## config.mk

```make
export PLATFORM = sky130hd
export DESIGN_NAME = pin_xbar
export DESIGN_NICKNAME = d
export VERILOG_FILES = /design/src/rtl/pin_xbar_pkg.sv /design/src/rtl/pin_xbar_unlock.sv /design/src/rtl/pin_xbar_bank.sv /design/src/rtl/pin_xbar_cfg.sv /design/src/rtl/pin_xbar_route.sv /design/src/rtl/pin_xbar.sv
export SDC_FILE = /design/constraint.sdc
export NUM_CORES = 1
export LEC_CHECK = 0
export ABC_AREA = 1
export BUFFER_PORTS_ARGS = -buffer_cell sky130_fd_sc_hd__clkbuf_2
export CAP_MARGIN = 20
export CORE_ASPECT_RATIO = 0.5
export CORE_MARGIN = 3
export CORE_UTILIZATION = 57
export DETAILED_ROUTE_END_ITERATION = 8
export PLACE_DENSITY_LB_ADDON = 0.1
export SLEW_MARGIN = 5
export SYNTH_ARGS = -nofsm -noshare
export SYNTH_HDL_FRONTEND = slang
export SYNTH_SLANG_ARGS = --single-unit
```

## constraint.sdc

```tcl
create_clock -name clk -period 2 [get_ports clk]
set_input_delay 0.3 -clock clk [delete_from_list [all_inputs] [get_ports clk]]
set_output_delay 0.3 -clock clk [all_outputs]
set_load 0.005 [all_outputs]
```

## src/rtl/pin_xbar_pkg.sv

```systemverilog
package pin_xbar_pkg;
  localparam int DATA_W = 8;
  localparam logic [DATA_W-1:0] KEY_ARM  = 8'h55;
  localparam logic [DATA_W-1:0] KEY_OPEN = 8'hAA;
endpackage

```

## src/rtl/pin_xbar_unlock.sv

```systemverilog
module pin_xbar_unlock
  import pin_xbar_pkg::*;
#(
  parameter int AW  = 8,
  parameter int WIN = 16
) (
  input  logic              clk,
  input  logic              rst,
  input  logic              wr_en,
  input  logic [AW-1:0]     wr_addr,
  input  logic [DATA_W-1:0] wr_data,
  output logic              unlocked
);
  localparam int CW = $clog2(WIN + 1);

  logic          armed;
  logic [CW-1:0] cnt;
  logic          key_hit;
  logic          open_req;

  assign key_hit  = wr_en && (wr_addr == '0);
  assign open_req = key_hit && armed && (wr_data == KEY_OPEN);

  // first key step is remembered until any other write arrives
  always_ff @(posedge clk) begin
    if (rst)        armed <= 1'b0;
    else if (wr_en) armed <= key_hit && (wr_data == KEY_ARM);
  end

  always_ff @(posedge clk) begin
    if (rst)              cnt <= '0;
    else if (open_req)    cnt <= CW'(WIN);
    else if (cnt != '0)   cnt <= cnt - 1'b1;
  end

  assign unlocked = (cnt != '0);
endmodule

```

## src/rtl/pin_xbar_bank.sv

```systemverilog
module pin_xbar_bank #(
  parameter int NREG = 12,
  parameter int SELW = 4,
  parameter int IW   = 4
) (
  input  logic                      clk,
  input  logic                      rst,
  input  logic                      we,
  input  logic [IW-1:0]             idx,
  input  logic [SELW-1:0]           d,
  output logic [NREG-1:0][SELW-1:0] q
);
  always_ff @(posedge clk) begin
    if (rst) begin
      q <= '0;
    end else begin
      for (int r = 0; r < NREG; r++) begin
        if (we && (idx == IW'(r))) q[r] <= d;
      end
    end
  end
endmodule

```

## src/rtl/pin_xbar_cfg.sv

```systemverilog
module pin_xbar_cfg #(
  parameter int NPINS = 8,
  parameter int NIN   = 4,
  parameter int SELW  = 4,
  parameter int AW    = 8
) (
  input  logic                              clk,
  input  logic                              rst,
  input  logic                              wr_en,
  input  logic [AW-1:0]                     wr_addr,
  input  logic [SELW-1:0]                   wr_sel,
  input  logic                              unlocked,
  output logic [NPINS+NIN-1:0][SELW-1:0]    cfg_q,
  output logic [NPINS-1:0]                  pin_bad,
  output logic [NIN-1:0]                    in_bad,
  output logic                              wr_err,
  output logic                              fault
);
  localparam int NREG = NPINS + NIN;
  localparam int IW   = $clog2(NREG);

  logic                      map_hit;
  logic                      map_we;
  logic [IW-1:0]             map_idx;
  logic [NREG-1:0][SELW-1:0] shadow_q;
  logic [NREG-1:0]           mism;

  assign map_hit = wr_en && (wr_addr != '0) && (wr_addr <= AW'(NREG));
  assign map_we  = map_hit && unlocked;
  assign map_idx = IW'(wr_addr - AW'(1));

  pin_xbar_bank #(.NREG(NREG), .SELW(SELW), .IW(IW)) u_live (
    .clk(clk), .rst(rst), .we(map_we), .idx(map_idx), .d(wr_sel), .q(cfg_q)
  );

  pin_xbar_bank #(.NREG(NREG), .SELW(SELW), .IW(IW)) u_shadow (
    .clk(clk), .rst(rst), .we(map_we), .idx(map_idx), .d(wr_sel), .q(shadow_q)
  );

  always_comb begin
    for (int r = 0; r < NREG; r++) mism[r] = (cfg_q[r] != shadow_q[r]);
  end

  always_ff @(posedge clk) begin
    if (rst) begin
      wr_err  <= 1'b0;
      pin_bad <= '0;
      in_bad  <= '0;
    end else begin
      wr_err  <= wr_err | (map_hit && !unlocked);
      pin_bad <= pin_bad | mism[NPINS-1:0];
      in_bad  <= in_bad | mism[NREG-1:NPINS];
    end
  end

  assign fault = (|pin_bad) || (|in_bad);

  assert_err_sticky_R7: assert property (@(posedge clk) disable iff (rst)
    wr_err |=> wr_err);
  assert_fault_sticky_R8: assert property (@(posedge clk) disable iff (rst)
    fault |=> fault);
  assert_mismatch_faults_R8: assert property (@(posedge clk) disable iff (rst)
    (|mism) |=> fault);
endmodule

```

## src/rtl/pin_xbar_route.sv

```systemverilog
module pin_xbar_route #(
  parameter int NPINS = 8,
  parameter int NOUT  = 4,
  parameter int NIN   = 4,
  parameter int SELW  = 4
) (
  input  logic [NPINS+NIN-1:0][SELW-1:0] cfg_q,
  input  logic [NPINS-1:0]               pin_bad,
  input  logic [NIN-1:0]                 in_bad,
  input  logic [NOUT-1:0]                periph_out,
  input  logic [NPINS-1:0]               pin_in,
  output logic [NPINS-1:0]               pin_out,
  output logic [NPINS-1:0]               pin_oe,
  output logic [NIN-1:0]                 periph_in
);
  for (genvar p = 0; p < NPINS; p++) begin : g_pin
    always_comb begin
      pin_out[p] = 1'b0;
      pin_oe[p]  = 1'b0;
      for (int k = 0; k < NOUT; k++) begin
        if (!pin_bad[p] && (cfg_q[p] == SELW'(k + 1))) begin
          pin_out[p] = periph_out[k];
          pin_oe[p]  = 1'b1;
        end
      end
    end
  end

  for (genvar i = 0; i < NIN; i++) begin : g_in
    always_comb begin
      periph_in[i] = 1'b0;
      for (int k = 0; k < NPINS; k++) begin
        if (!in_bad[i] && (cfg_q[NPINS+i] == SELW'(k + 1))) periph_in[i] = pin_in[k];
      end
    end
  end
endmodule

```

## src/rtl/pin_xbar.sv

```systemverilog
module pin_xbar
  import pin_xbar_pkg::*;
#(
  parameter int NPINS = 8,
  parameter int NOUT  = 4,
  parameter int NIN   = 4,
  parameter int AW    = 8,
  parameter int WIN   = 16
) (
  input  logic              clk,
  input  logic              rst,
  input  logic              wr_en,
  input  logic [AW-1:0]     wr_addr,
  input  logic [DATA_W-1:0] wr_data,
  input  logic [NOUT-1:0]   periph_out,
  input  logic [NPINS-1:0]  pin_in,
  output logic [NPINS-1:0]  pin_out,
  output logic [NPINS-1:0]  pin_oe,
  output logic [NIN-1:0]    periph_in,
  output logic              unlocked,
  output logic              wr_err,
  output logic              fault
);
  localparam int NREG = NPINS + NIN;
  localparam int SELW = $clog2(((NPINS > NOUT) ? NPINS : NOUT) + 1);

  logic [NREG-1:0][SELW-1:0] cfg_q;
  logic [NPINS-1:0]          pin_bad;
  logic [NIN-1:0]            in_bad;

  pin_xbar_unlock #(.AW(AW), .WIN(WIN)) u_unlock (
    .clk(clk), .rst(rst), .wr_en(wr_en), .wr_addr(wr_addr), .wr_data(wr_data),
    .unlocked(unlocked)
  );

  pin_xbar_cfg #(.NPINS(NPINS), .NIN(NIN), .SELW(SELW), .AW(AW)) u_cfg (
    .clk(clk), .rst(rst), .wr_en(wr_en), .wr_addr(wr_addr),
    .wr_sel(wr_data[SELW-1:0]), .unlocked(unlocked), .cfg_q(cfg_q),
    .pin_bad(pin_bad), .in_bad(in_bad), .wr_err(wr_err), .fault(fault)
  );

  pin_xbar_route #(.NPINS(NPINS), .NOUT(NOUT), .NIN(NIN), .SELW(SELW)) u_route (
    .cfg_q(cfg_q), .pin_bad(pin_bad), .in_bad(in_bad), .periph_out(periph_out),
    .pin_in(pin_in), .pin_out(pin_out), .pin_oe(pin_oe), .periph_in(periph_in)
  );

  assert_locked_stable_R7: assert property (@(posedge clk) disable iff (rst)
    !unlocked |=> $stable(cfg_q));
  assert_open_after_key_R5: assert property (@(posedge clk) disable iff (rst)
    $rose(unlocked) |-> $past(wr_en && (wr_addr == '0) && (wr_data == KEY_OPEN)));

  for (genvar p = 0; p < NPINS; p++) begin : g_chk
    assert_bad_pin_off_R8: assert property (@(posedge clk) disable iff (rst)
      pin_bad[p] |-> !pin_oe[p]);
  end
endmodule

```

==> results of run 1 <==
-- layout make-up --
| type | instances | area share [%] |
|---|---|---|
| multi-input cells | 375 | 50.8 |
| repair buffers | 61 | 8.70 |
| inverters | 51 | 5.08 |
| flip-flops and latches | 55 | 29.2 |
| clock buffers | 5 | 3.32 |
| well taps | 73 | 2.42 |
| clock inverters | 3 | 0.399 |
-- layer usage --
layer  up-vias  global-route usage, %
met2        87                   41.8
met5         -                      0
met1      1486                   31.6
met3        10                   5.06
met4         0                   7.45
li1       1792                      -
-- flip-flops by register name, summed over array words and instances (netlist names) --
register and cells:
u_unlock.cnt 5, u_cfg.u_live.q 48, u_unlock.armed 1, u_cfg.wr_err 1
-- per-stage QoR --
stage | hold slack [ns] | cell area [sq um]
4_1_cts | 0.227 | 3770
6_report | 0.235 | 3770
3_5_place_dp | 0.458 | 3630
2_1_floorplan | 0.369 | 3340
5_1_grt | 0.241 | 3770
3_3_place_gp | 0.455 | 3630
-- power by group --
group | leakage, nW | switching, mW | internal, mW | total, mW
Clock | 0.0733 | 0.392 | 0.458 | 0.850
Sequential | 0.444 | 0.0333 | 1.14 | 1.17
Combinational | 1.12 | 0.563 | 0.226 | 0.789
Total | 1.63 | 0.988 | 1.82 | 2.81
-- synth_stat cells, drive strengths merged --
cell / instances
a21oi: 11
buf: 14
clkbuf: 14
conb: 1
dfxtp: 55
ha: 1
inv: 51
nand2: 74
nand3: 25
nand3b: 12
nand4: 64
nor2: 129
nor3: 12
nor3b: 1
nor4: 1
o2111ai: 8
o211ai: 4
o21ai: 21
or2: 8
xor2: 3
-- critical path, cell delays in order (launching register included) --
cell and delay (ns):
dfxtp_1 0.36, inv_1 0.05, ha_1 0.23, nand3_2 0.12, buf_4 0.27, clkbuf_2 0.16
-- cells by family after synthesis --
kind of cell,after synthesis,synth area share [%]
DFF,55,33.0
xor gates and xnor gates,3,0.787
AOI/OAI and AO/OA,44,7.79
other,1,0.112
adders and majority gates,1,0.374
and+or+nand+nor,326,48.1
buffers and inverters,79,9.85
-- final timing paths --
check | endpoint | depth (start not counted) | start
max | unlocked | 5 | u_unlock.cnt[0]
min | u_unlock.cnt[4] | 2 | rst
max reg2reg | u_cfg.u_live.q[41] | 8 | u_unlock.cnt[0]
min reg2reg | u_cfg.wr_err | 2 | u_cfg.wr_err
-- placed cells by master, fill, tap and decap left out, types with 3 or more instances in the layout --
| master | count |
|---|---|
| or2_2 | 8 |
| clkinv_2 | 3 |
| o2111ai_1 | 8 |
| clkbuf_2 | 52 |
| inv_1 | 47 |
| inv_2 | 4 |
| xor2_1 | 3 |
| a21oi_1 | 11 |
| nand4_1 | 63 |
| clkbuf_16 | 5 |
| nand2_1 | 73 |
| nor3_1 | 10 |
| nor2_1 | 118 |
| buf_4 | 9 |
| o21ai_0 | 21 |
| o211ai_1 | 4 |
| nand3b_1 | 12 |
| nor2_4 | 11 |
| dfxtp_1 | 55 |
| nand3_1 | 23 |
==> out/metrics.cfg, run 1 <==
[run]
drv_cap = 0

[synthesis]
mappedNetlistNets = 541
yosys_warnings = 0
netlist_area_sq_um = 3340
ys_seq_area_share_pct = 33.0
synthTopCellsByArea = dfxtp_1, nor2_1, nand4_1
synthCells = 509
avgSynthCellArea_sq_um = 6.56
ys_seq_elements = 55
yosys.area.top_type = dfxtp_1
synth_cell_types = 29
synth_top_area_share_pct = 33.0

[run_status]
outcome = finished clean

[sta]
drv_slew = 0
fin_crit_ns = 1.80
period_share_pct = 90.0
rsz0062_at_grt = false
clock_skew_ns = 0.00368
max_freq_ghz = 0.555
setup_ws_ns = 0.200
maxSlewHeadroom_pct = 60.8
hold_viol = 0
worst_pin_slew_ns = 0.588
setup_viol = 0
fin_setup_tns_ns = 0

[clock_network]
clk_latency_ns = 0.29
post-cts-setup-buffer-count = 0
ctsResizeCount = 0
clk_pin_slew_ns = 0.07
hold_buffers = 0
cts_tree = built
cts_max_path_buffers = 2
cts_buffers = 5
clock_sinks = 55
cts_root_buf = clkbuf_16
htreeDepth = 2

[placement]
io_buffers = 52
place_hpwl_microns = 5870
place_ws_ns = 0.367
place_congestion = 0.820
placed_cells = 615

[global_routing]
overflow = 0
grt_max_degree = 36
antenna_found_initial = 0
grt_pass1_wl_microns = 13500
first_global_vias = 2973
track_usage_pct = 24.5

[die]
dieArea_sq_um = 6870
dieHeight_microns = 60.1
initial_utilization_pct = 60.1
num_io_pins = 54
num_rows = 19
chipWidth_microns = 114
core_sq_um = 5560

[final_layout]
fin_util_pct = 67.7
drive_above_1_share_pct = 17.8
syn2layout_area_growth_pct = 12.8
num_antenna_cells = 0
num-fill-cells = 537
multi_input_area_sq_um = 1920
final_nets = 581
final_cells = 623
final-seq-area_sq_um = 1100

[route]
wl_per_cell_microns = 13.1
route.detailed.drc = 0
drt_pass1_iterations = 4
vias_per_cell = 5.42
route.met3.wl_microns = 474
wl_met1_microns = 3970
routed-wl-met2_microns = 3640
first_iter_violations = 192
drt_wl_total_microns = 8150
vias = 3375
top_layer = met4
drtAntennaViolNets = 0

[setup_path]
cp.arrival_ns = 1.50
path_max_fanout = 25
path_class = reg2out
setup.reg_to_reg.worst_slack_ns = 0.46
critPathLaunchType = register
end_kind = output port
worstPathRequired_ns = 1.70

[power]
power_leakage_nw = 1.63
power_mw = 2.81
max-vdd-ir-drop_mv = 0.434
power_density_nw_per_um2 = 746

[hold_path]
min_path_type = in2reg

Note: power is estimated with default switching activity, not from simulation.
==> run 2: changes to the inputs <==
--- a/config.mk
+++ b/config.mk
@@ -10,10 +10,11 @@
 export CAP_MARGIN = 20
 export CORE_ASPECT_RATIO = 0.5
 export CORE_MARGIN = 3
-export CORE_UTILIZATION = 57
+export CORE_UTILIZATION = 60
 export DETAILED_ROUTE_END_ITERATION = 8
 export PLACE_DENSITY_LB_ADDON = 0.1
 export SLEW_MARGIN = 5
 export SYNTH_ARGS = -nofsm -noshare
 export SYNTH_HDL_FRONTEND = slang
+export SYNTH_HIERARCHICAL = 1
 export SYNTH_SLANG_ARGS = --single-unit
==> run 2 against run 1 <==
The flow now finishes with violations (setup timing); combinational power increased by 16%; critical path depth increased by 8; die area up 77%; synthesized cell count increased by 100%; routed wire length grew 140%; utilization rose by 12 points; global-route usage increased by 5.6 points; total power grew 130%; via count up 110%; non-clock buffer count up 37; maximum frequency fell by 14%; sequential power is 100% higher; largest cell class unchanged.
==> out/metrics.cfg, run 2 <==
[hold_path]
min_path_type = in2reg

[setup_path]
end_kind = register
critPathMaxStageDelay_ns = 0.37  ; about the same
path_max_fanout = 6  ; -76%
crit_chain = inv_2, ha_4, inv_2, nor2_4, nand3_4, inv_4, nor4_4, buf_6, nand3_4, nor2_4, nand2_1, nand2_1, nor2_1
worstPathRequired_ns = 2.29  ; +0.59 ns
setup.reg_to_reg.worst_slack_ns = -0.09  ; -0.55 ns
slowest_stage = nor4_4
critPathLaunchType = register
path_class = reg2reg
cp.arrival_ns = 2.38  ; +0.88 ns

[clock_network]
cts_tree = built
clk_latency_ns = 0.41  ; +0.12 ns
clk_pin_slew_ns = 0.05  ; -0.02 ns
cts_buffers = 17  ; +12
cts_root_buf = clkbuf_16
clock_sinks = 115  ; +110%
htreeDepth = 4  ; +2
hold_buffers = 0  ; unchanged
cts_max_path_buffers = 2  ; unchanged

[run_status]
violations = setup timing
outcome = complete, but fails checks

[die]
num_io_pins = 54  ; unchanged
dieArea_sq_um = 12200  ; +77%
core_sq_um = 10400  ; +87%
num_rows = 26  ; +7
dieHeight_microns = 79.5  ; +32%
initial_utilization_pct = 62.5  ; +2.5 points
chipWidth_microns = 153  ; +34%

[route]
drt_wl_total_microns = 19400  ; +140%
drt_pass1_iterations = 5  ; +1
drtAntennaViolNets = 0  ; unchanged
wl_per_cell_microns = 15.1  ; +15%
vias = 7093  ; +110%
first_iter_violations = 671  ; +250%
vias_per_cell = 5.53  ; +2.1%
route.detailed.drc = 0  ; unchanged

[final_layout]
num_antenna_cells = 0  ; unchanged
drive_above_1_share_pct = 22.8  ; +5.0 points
final-seq-area_sq_um = 2300  ; +110%
final_common_cell = nand2_1
largestRegisters = u_cfg/u_live/q (48), u_cfg/u_shadow/q (48), u_cfg/pin_bad (8)
final_cells = 1283  ; +110%
num-fill-cells = 691  ; +29%
final_nets = 1165  ; +100%
multi_input_area_sq_um = 4030  ; +110%
fin_util_pct = 80.1  ; +12 points
syn2layout_area_growth_pct = 28.1
final_cell_mix = nand2_1, nor2_1, inv_1

[sta]
period_share_pct = 104  ; +14 points
fin_crit_ns = 2.09  ; +0.289 ns
rsz0062_at_grt = true
maxSlewHeadroom_pct = 50.5  ; -10 points
drv_slew = 0  ; unchanged
hold_viol = 0  ; unchanged
setup_viol = 62  ; +62
clock_skew_ns = 0.00469  ; +0.00101 ns
setup_ws_ns = -0.0892  ; -0.289 ns
max_freq_ghz = 0.479  ; -14%
worst_pin_slew_ns = 0.742  ; +0.154 ns
fin_setup_tns_ns = -2.33  ; -2.33 ns

[global_routing]
first_global_vias = 6336  ; +110%
antenna_found_initial = 0  ; unchanged
grt_max_degree = 49  ; +36%
overflow = 0  ; unchanged
track_usage_pct = 30.1  ; +5.6 points
grt_pass1_wl_microns = 29500  ; +120%

[power]
power_leakage_nw = 3.54  ; +120%
power_density_nw_per_um2 = 787  ; +5.5%
max-vdd-ir-drop_mv = 0.748  ; +72%

[synthesis]
mappedNetlistNets = 1073  ; +98%
async_reset_ff_share_pct = 0  ; unchanged
synth_edf_count = 0  ; unchanged
netlist_area_sq_um = 6490  ; +94%
ys_seq_area_share_pct = 35.5  ; +2.5 points
yosys_warnings = 6  ; +6
synthCells = 1039  ; +100%
synth_top_area_share_pct = 35.5  ; +2.5 points
avgSynthCellArea_sq_um = 6.24  ; -4.9%
synthFlopType = dfxtp_1
synth_cell_types = 31  ; +6.9%
yosys.area.top_type = dfxtp_1
synth_common_cells = nand2_1, nor2_1, inv_1, dfxtp_1, nand3_1
synth.most_common_cell = nand2_1
ys_seq_elements = 115  ; +110%
synthTopCellsByArea = dfxtp_1, nand2_1, nor2_1

[placement]
place_congestion = 0.919  ; +12%
io_buffers = 53  ; +1.9%
place_hpwl_microns = 11900  ; +100%
placed_cells = 1247  ; +100%

[run]
drv_cap = 0  ; unchanged

## run 2: cell count changes after synthesis, moves of 12 or more
cell     delta
nand2_1   +213
nor2_1    +136
inv_1      +72
dfxtp_1    +60
nand4_1    -44
nand3_1    +38
xnor2_1    +24
nor2_2     +23
o21ai_0    -18
nand3_2    +14
or2_0      +12
## run 2: cell families (layout without fill, tap and decap cells)
kind of cell    count (synthesis)  in the layout  share of synthesized area, %
flops                         115            115                          35.5
simple gates                  706            706                          47.7
fa+ha+maj                       3              3                         0.579
compound gates                 38             38                          3.74
xor+xnor                       27             27                          3.65
buf+inv                       150            254                          8.89
## run 2: worst paths after layout
path	from	endpoint	cells past startpoint
worst max-delay path	u_unlock/cnt[0]	u_cfg/u_shadow/q[30]	13
worst min-delay path	rst	u_cfg/wr_err	2
worst max register to register	u_unlock/cnt[0]	u_cfg/u_shadow/q[30]	13
worst min register to register	u_unlock/cnt[4]	u_unlock/cnt[4]	2
## run 2: layout make-up
cell class                 count  area share, %
clock buffer                  22           5.83
sequential                   115           27.7
timing repair buffer          98           8.30
multi-input combinational    774           48.5
clock inverter                 9           1.82
tap                          140           2.11
inverter                     125           5.72
## run 2: routing by layer
metal | track usage, % | wire, microns
met1 | 37.0 | 7850
met2 | 51.7 | 8930
met3 | 6.06 | 1700
met4 | 13.8 | 868
met5 | 0 | 0
## run 2: worst max-delay path: cells and delay by family, from the launching register on
kind,cells,cell delay [ns]
flops,1,0.34
simple gates,8,1.09
buf+inv,4,0.39
fa+ha+maj,1,0.15
## run 2: report_power, final
group / switching [mW] / internal, mW
sequential: 0.0307 / 2.33
clock: 1.05 / 2.20
combinational: 0.578 / 0.336
total: 1.66 / 4.88
## run 2: through the flow
stage	setup WS (ns)	total power [mW]	area (sq um)	hold WS, ns
after floorplan	-0.0119	2.86	6490	0.362
after global placement	-0.0343	3.13	7130	0.447
after detailed placement	-0.123	3.16	7130	0.454
after CTS	-0.00271	6.42	7930	0.163
after global routing	-0.188	6.73	8310	0.173
final	-0.0892	6.54	8310	0.159
## run 2: what timing repair did
| action | CTS | global route |
|---|---|---|
| pin swaps | 6 | 71 |
| endpoints found under the setup margin | 92 | 100 |
| setup buffers | 0 | 4 |
| cloned | 1 | 0 |
| gates resized for setup | 33 | 103 |
==> run 3: changes to the inputs <==
--- a/config.mk
+++ b/config.mk
@@ -5,7 +5,6 @@
 export SDC_FILE = /design/constraint.sdc
 export NUM_CORES = 1
 export LEC_CHECK = 0
-export ABC_AREA = 1
 export BUFFER_PORTS_ARGS = -buffer_cell sky130_fd_sc_hd__clkbuf_2
 export CAP_MARGIN = 20
 export CORE_ASPECT_RATIO = 0.5
==> run 3 against run 2 <==
The flow still finishes with violations (setup timing); critical endpoint is now periph_in[3]; register-to-register slack better by 0.17 ns; die area is 7.3% lower; largest cell class unchanged; critical path depth down 8; non-clock buffer count is 19 lower; total power is 14% lower; worst setup slack worse by 0.082 ns; highest routed layer unchanged; via count shrank 34%.
==> out/metrics.cfg, run 3 <==
[power]
power_leakage_nw = 3.21  ; -9.4%
p_sw_mw = 1.36  ; -18%
p_clk_share_pct = 46.2  ; -3.7 points
p_comb_share_pct = 11.6  ; -2.4 points
power_density_nw_per_um2 = 782  ; -0.69%
max-vdd-ir-drop_mv = 0.656  ; -12%
power.share.switching_pct = 24.2  ; -1.2 points
pwr-share-seq_pct = 42.2  ; +6.0 points
intPower_mw = 4.24  ; -13%
power_mw = 5.60  ; -14%

[final_layout]
fin_area_sq_um = 7160  ; -14%
num_antenna_cells = 0  ; unchanged
final_nets = 725  ; -38%
final_cell_mix = mux2i_1, dfxtp_1, nand2b_1
largestRegisters = u_cfg/u_live/q (48), u_cfg/u_shadow/q (48), u_cfg/pin_bad (8)
drive_above_1_share_pct = 21.6  ; -1.2 points
final_common_cell = mux2i_1
syn2layout_area_growth_pct = 19.6

[clock_network]
cts_tree = built
hold_buffers = 0  ; unchanged
cts_max_path_buffers = 2  ; unchanged
clk_pin_slew_ns = 0.05  ; about the same
clk_latency_ns = 0.40  ; about the same
clock_sinks = 115  ; unchanged
cts_buffers = 17  ; unchanged
htreeDepth = 4  ; unchanged
cts_root_buf = clkbuf_16

[route]
route.detailed.drc = 0  ; unchanged
vias_per_cell = 5.61  ; +1.5%
drtAntennaViolNets = 0  ; unchanged
vias = 4704  ; -34%
top_layer = met4
drt_pass1_iterations = 5  ; unchanged
route.met3.wl_microns = 794  ; -53%
wl_met1_microns = 7370  ; -6.1%
routed-wl-met2_microns = 6850  ; -23%
first_iter_violations = 273  ; -59%
drt_wl_total_microns = 15100  ; -22%
wl_per_cell_microns = 18.1  ; +20%

[setup_path]
path_max_fanout = 5  ; -1
end_kind = output port
rr_endpoint = u_cfg/u_live/q[35]
path_class = reg2out
crit_chain = mux2i_1, mux4_2, or3_1, o31ai_1, buf_2
critPathMaxStageDelay_ns = 0.46  ; +0.09 ns
worstPathRequired_ns = 1.70  ; -0.59 ns
endpoint = periph_in[3]
slowest_stage = mux4_2
setup.reg_to_reg.worst_slack_ns = 0.08  ; +0.17 ns
critPathBufInv = 1  ; -3
cp.arrival_ns = 1.87  ; -0.51 ns
crit_cells = 5  ; -8
reg2reg_from = u_unlock/cnt[0]
critPathLaunchType = register
crit_path_start = u_cfg/u_live/q[44]
r2r_cells = 8  ; -5
critPathTopFamily = multiplexers

[die]
chipWidth_microns = 147  ; -3.8%
core_sq_um = 9570  ; -7.8%
num_io_pins = 54  ; unchanged
dieArea_sq_um = 11300  ; -7.3%
initial_utilization_pct = 62.5  ; about the same
dieHeight_microns = 76.6  ; -3.6%
num_rows = 25  ; -3.8%

[global_routing]
first_global_vias = 4604  ; -27%
overflow = 0  ; unchanged
track_usage_pct = 27.0  ; -3.1 points
grt_pass1_wl_microns = 24200  ; -18%
grt_max_degree = 76  ; +55%
antenna_found_initial = 0  ; unchanged

[sta]
fin_crit_ns = 2.17  ; +0.0816 ns
clock_skew_ns = 0.00671  ; +0.00202 ns
worst_pin_slew_ns = 0.622  ; -0.119 ns
max_freq_ghz = 0.461  ; -3.8%
maxSlewHeadroom_pct = 58.5  ; +8.0 points
drv_slew = 0  ; unchanged
rsz0062_at_grt = true
setup_ws_ns = -0.171  ; -0.0816 ns
hold_viol = 0  ; unchanged
setup_viol = 3  ; -95%
period_share_pct = 109  ; +4.1 points

[synthesis]
synth_cell_types = 43  ; +39%
ys_seq_area_share_pct = 38.5  ; +3.0 points
avgSynthCellArea_sq_um = 9.69  ; +55%
synth.most_common_cell = dfxtp_1
synthFlopType = dfxtp_1
async_reset_ff_share_pct = 0  ; unchanged
netlist_area_sq_um = 5990  ; -7.7%
yosys_warnings = 6  ; unchanged
synthTopCellsByArea = dfxtp_1, mux2i_1, nand2b_1
synth_edf_count = 0  ; unchanged
synth_top_area_share_pct = 38.5  ; +3.0 points
yosys.area.top_type = dfxtp_1
ys_seq_elements = 115  ; unchanged
mappedNetlistNets = 652  ; -39%
synthCells = 618  ; -41%
synth_common_cells = dfxtp_1, mux2i_1, nand2b_1, xnor2_1, nor2_1

[run]
drv_cap = 0  ; unchanged

[run_status]
violations = setup timing
outcome = complete, but fails checks

[placement]
io_buffers = 53  ; unchanged
place_congestion = 0.829  ; -9.8%
place_ws_ns = -0.104  ; +0.0196 ns
dpl_cell_area_sq_um = 6490  ; -8.9%
place_hpwl_microns = 10100  ; -15%

[hold_path]
min_path_type = in2reg

[run 3: stage by stage]
stage / setup TNS (ns) / hold slack [ns] / utilization, % / instances
final: -0.212 / 0.188 / 74.8 / 838
after global routing: -0.403 / 0.187 / 74.8 / 838
after CTS: -0.263 / 0.177 / 73.6 / 836
after detailed placement: -2.16 / 0.450 / 67.8 / 802
after global placement: -0.736 / 0.432 / 67.8 / 802
after floorplan: 0 / 0.370 / - / 618
[run 3: final cells by class]
type                            count  area [sq um]
Sequential cell                   115          2320
Timing Repair Buffer               79           485
Fill cell                         710          2410
Multi-Input combinational cell    471          3660
Tap cell                          135           169
Clock buffer                       25           465
Clock inverter                      6          32.5
Inverter                            7          26.3
[run 3: worst min-delay path by stage]
stage	from	endpoint	slack, ns	cells past startpoint
floorplan	rst	u_unlock/cnt[0]	0.37	1
global placement	u_unlock/armed	u_unlock/armed	0.43	2
detailed placement	u_unlock/armed	u_unlock/armed	0.45	2
CTS	wr_data[7]	u_unlock/armed	0.18	4
global route	wr_data[7]	u_unlock/armed	0.19	4
finish	wr_data[7]	u_unlock/armed	0.19	4
[run 3: timing repair]
action                     in CTS  in global routing
setup buffers                   3                  2
pin swaps                       2                  2
gates resized for setup        13                 34
cloned                          0                  0
setup endpoints to repair      13                100
[run 3: power by group through the flow]
stage | sequential [mW] | clock [mW] | combinational (mW)
finish | 2.36 | 2.58 | 0.652
global route | 2.36 | 2.73 | 0.718
CTS | 2.36 | 2.60 | 0.611
detailed placement | 2.41 | 0 | 0.605
global placement | 2.41 | 0 | 0.600
floorplan | 2.40 | 0 | 0.354
[run 3: tightest hold or removal path, cell delays in order]
cell and delay, ns:
clkbuf_2 0.09, nor4bb_1 0.05, nand2_1 0.05, o21ai_1 0.05
[run 3: logic make-up (layout without fill, tap and decap cells)]
kind of cell / after synthesis / in the layout / synth area share, %
compound gates: 41 / 41 / 4.64
fa+ha+maj: 3 / 3 / 0.627
flops: 115 / 115 / 38.5
simple gates: 250 / 250 / 24.7
buf+inv: 32 / 117 / 2.28
mux: 118 / 118 / 20.6
xor+xnor: 59 / 59 / 8.63
[run 3: routing by layer]
layer	vias up	track usage, %
li1	2301	-
met1	2280	39.3
met2	109	41.3
met3	14	6.71
met4	0	4.74
met5	-	0
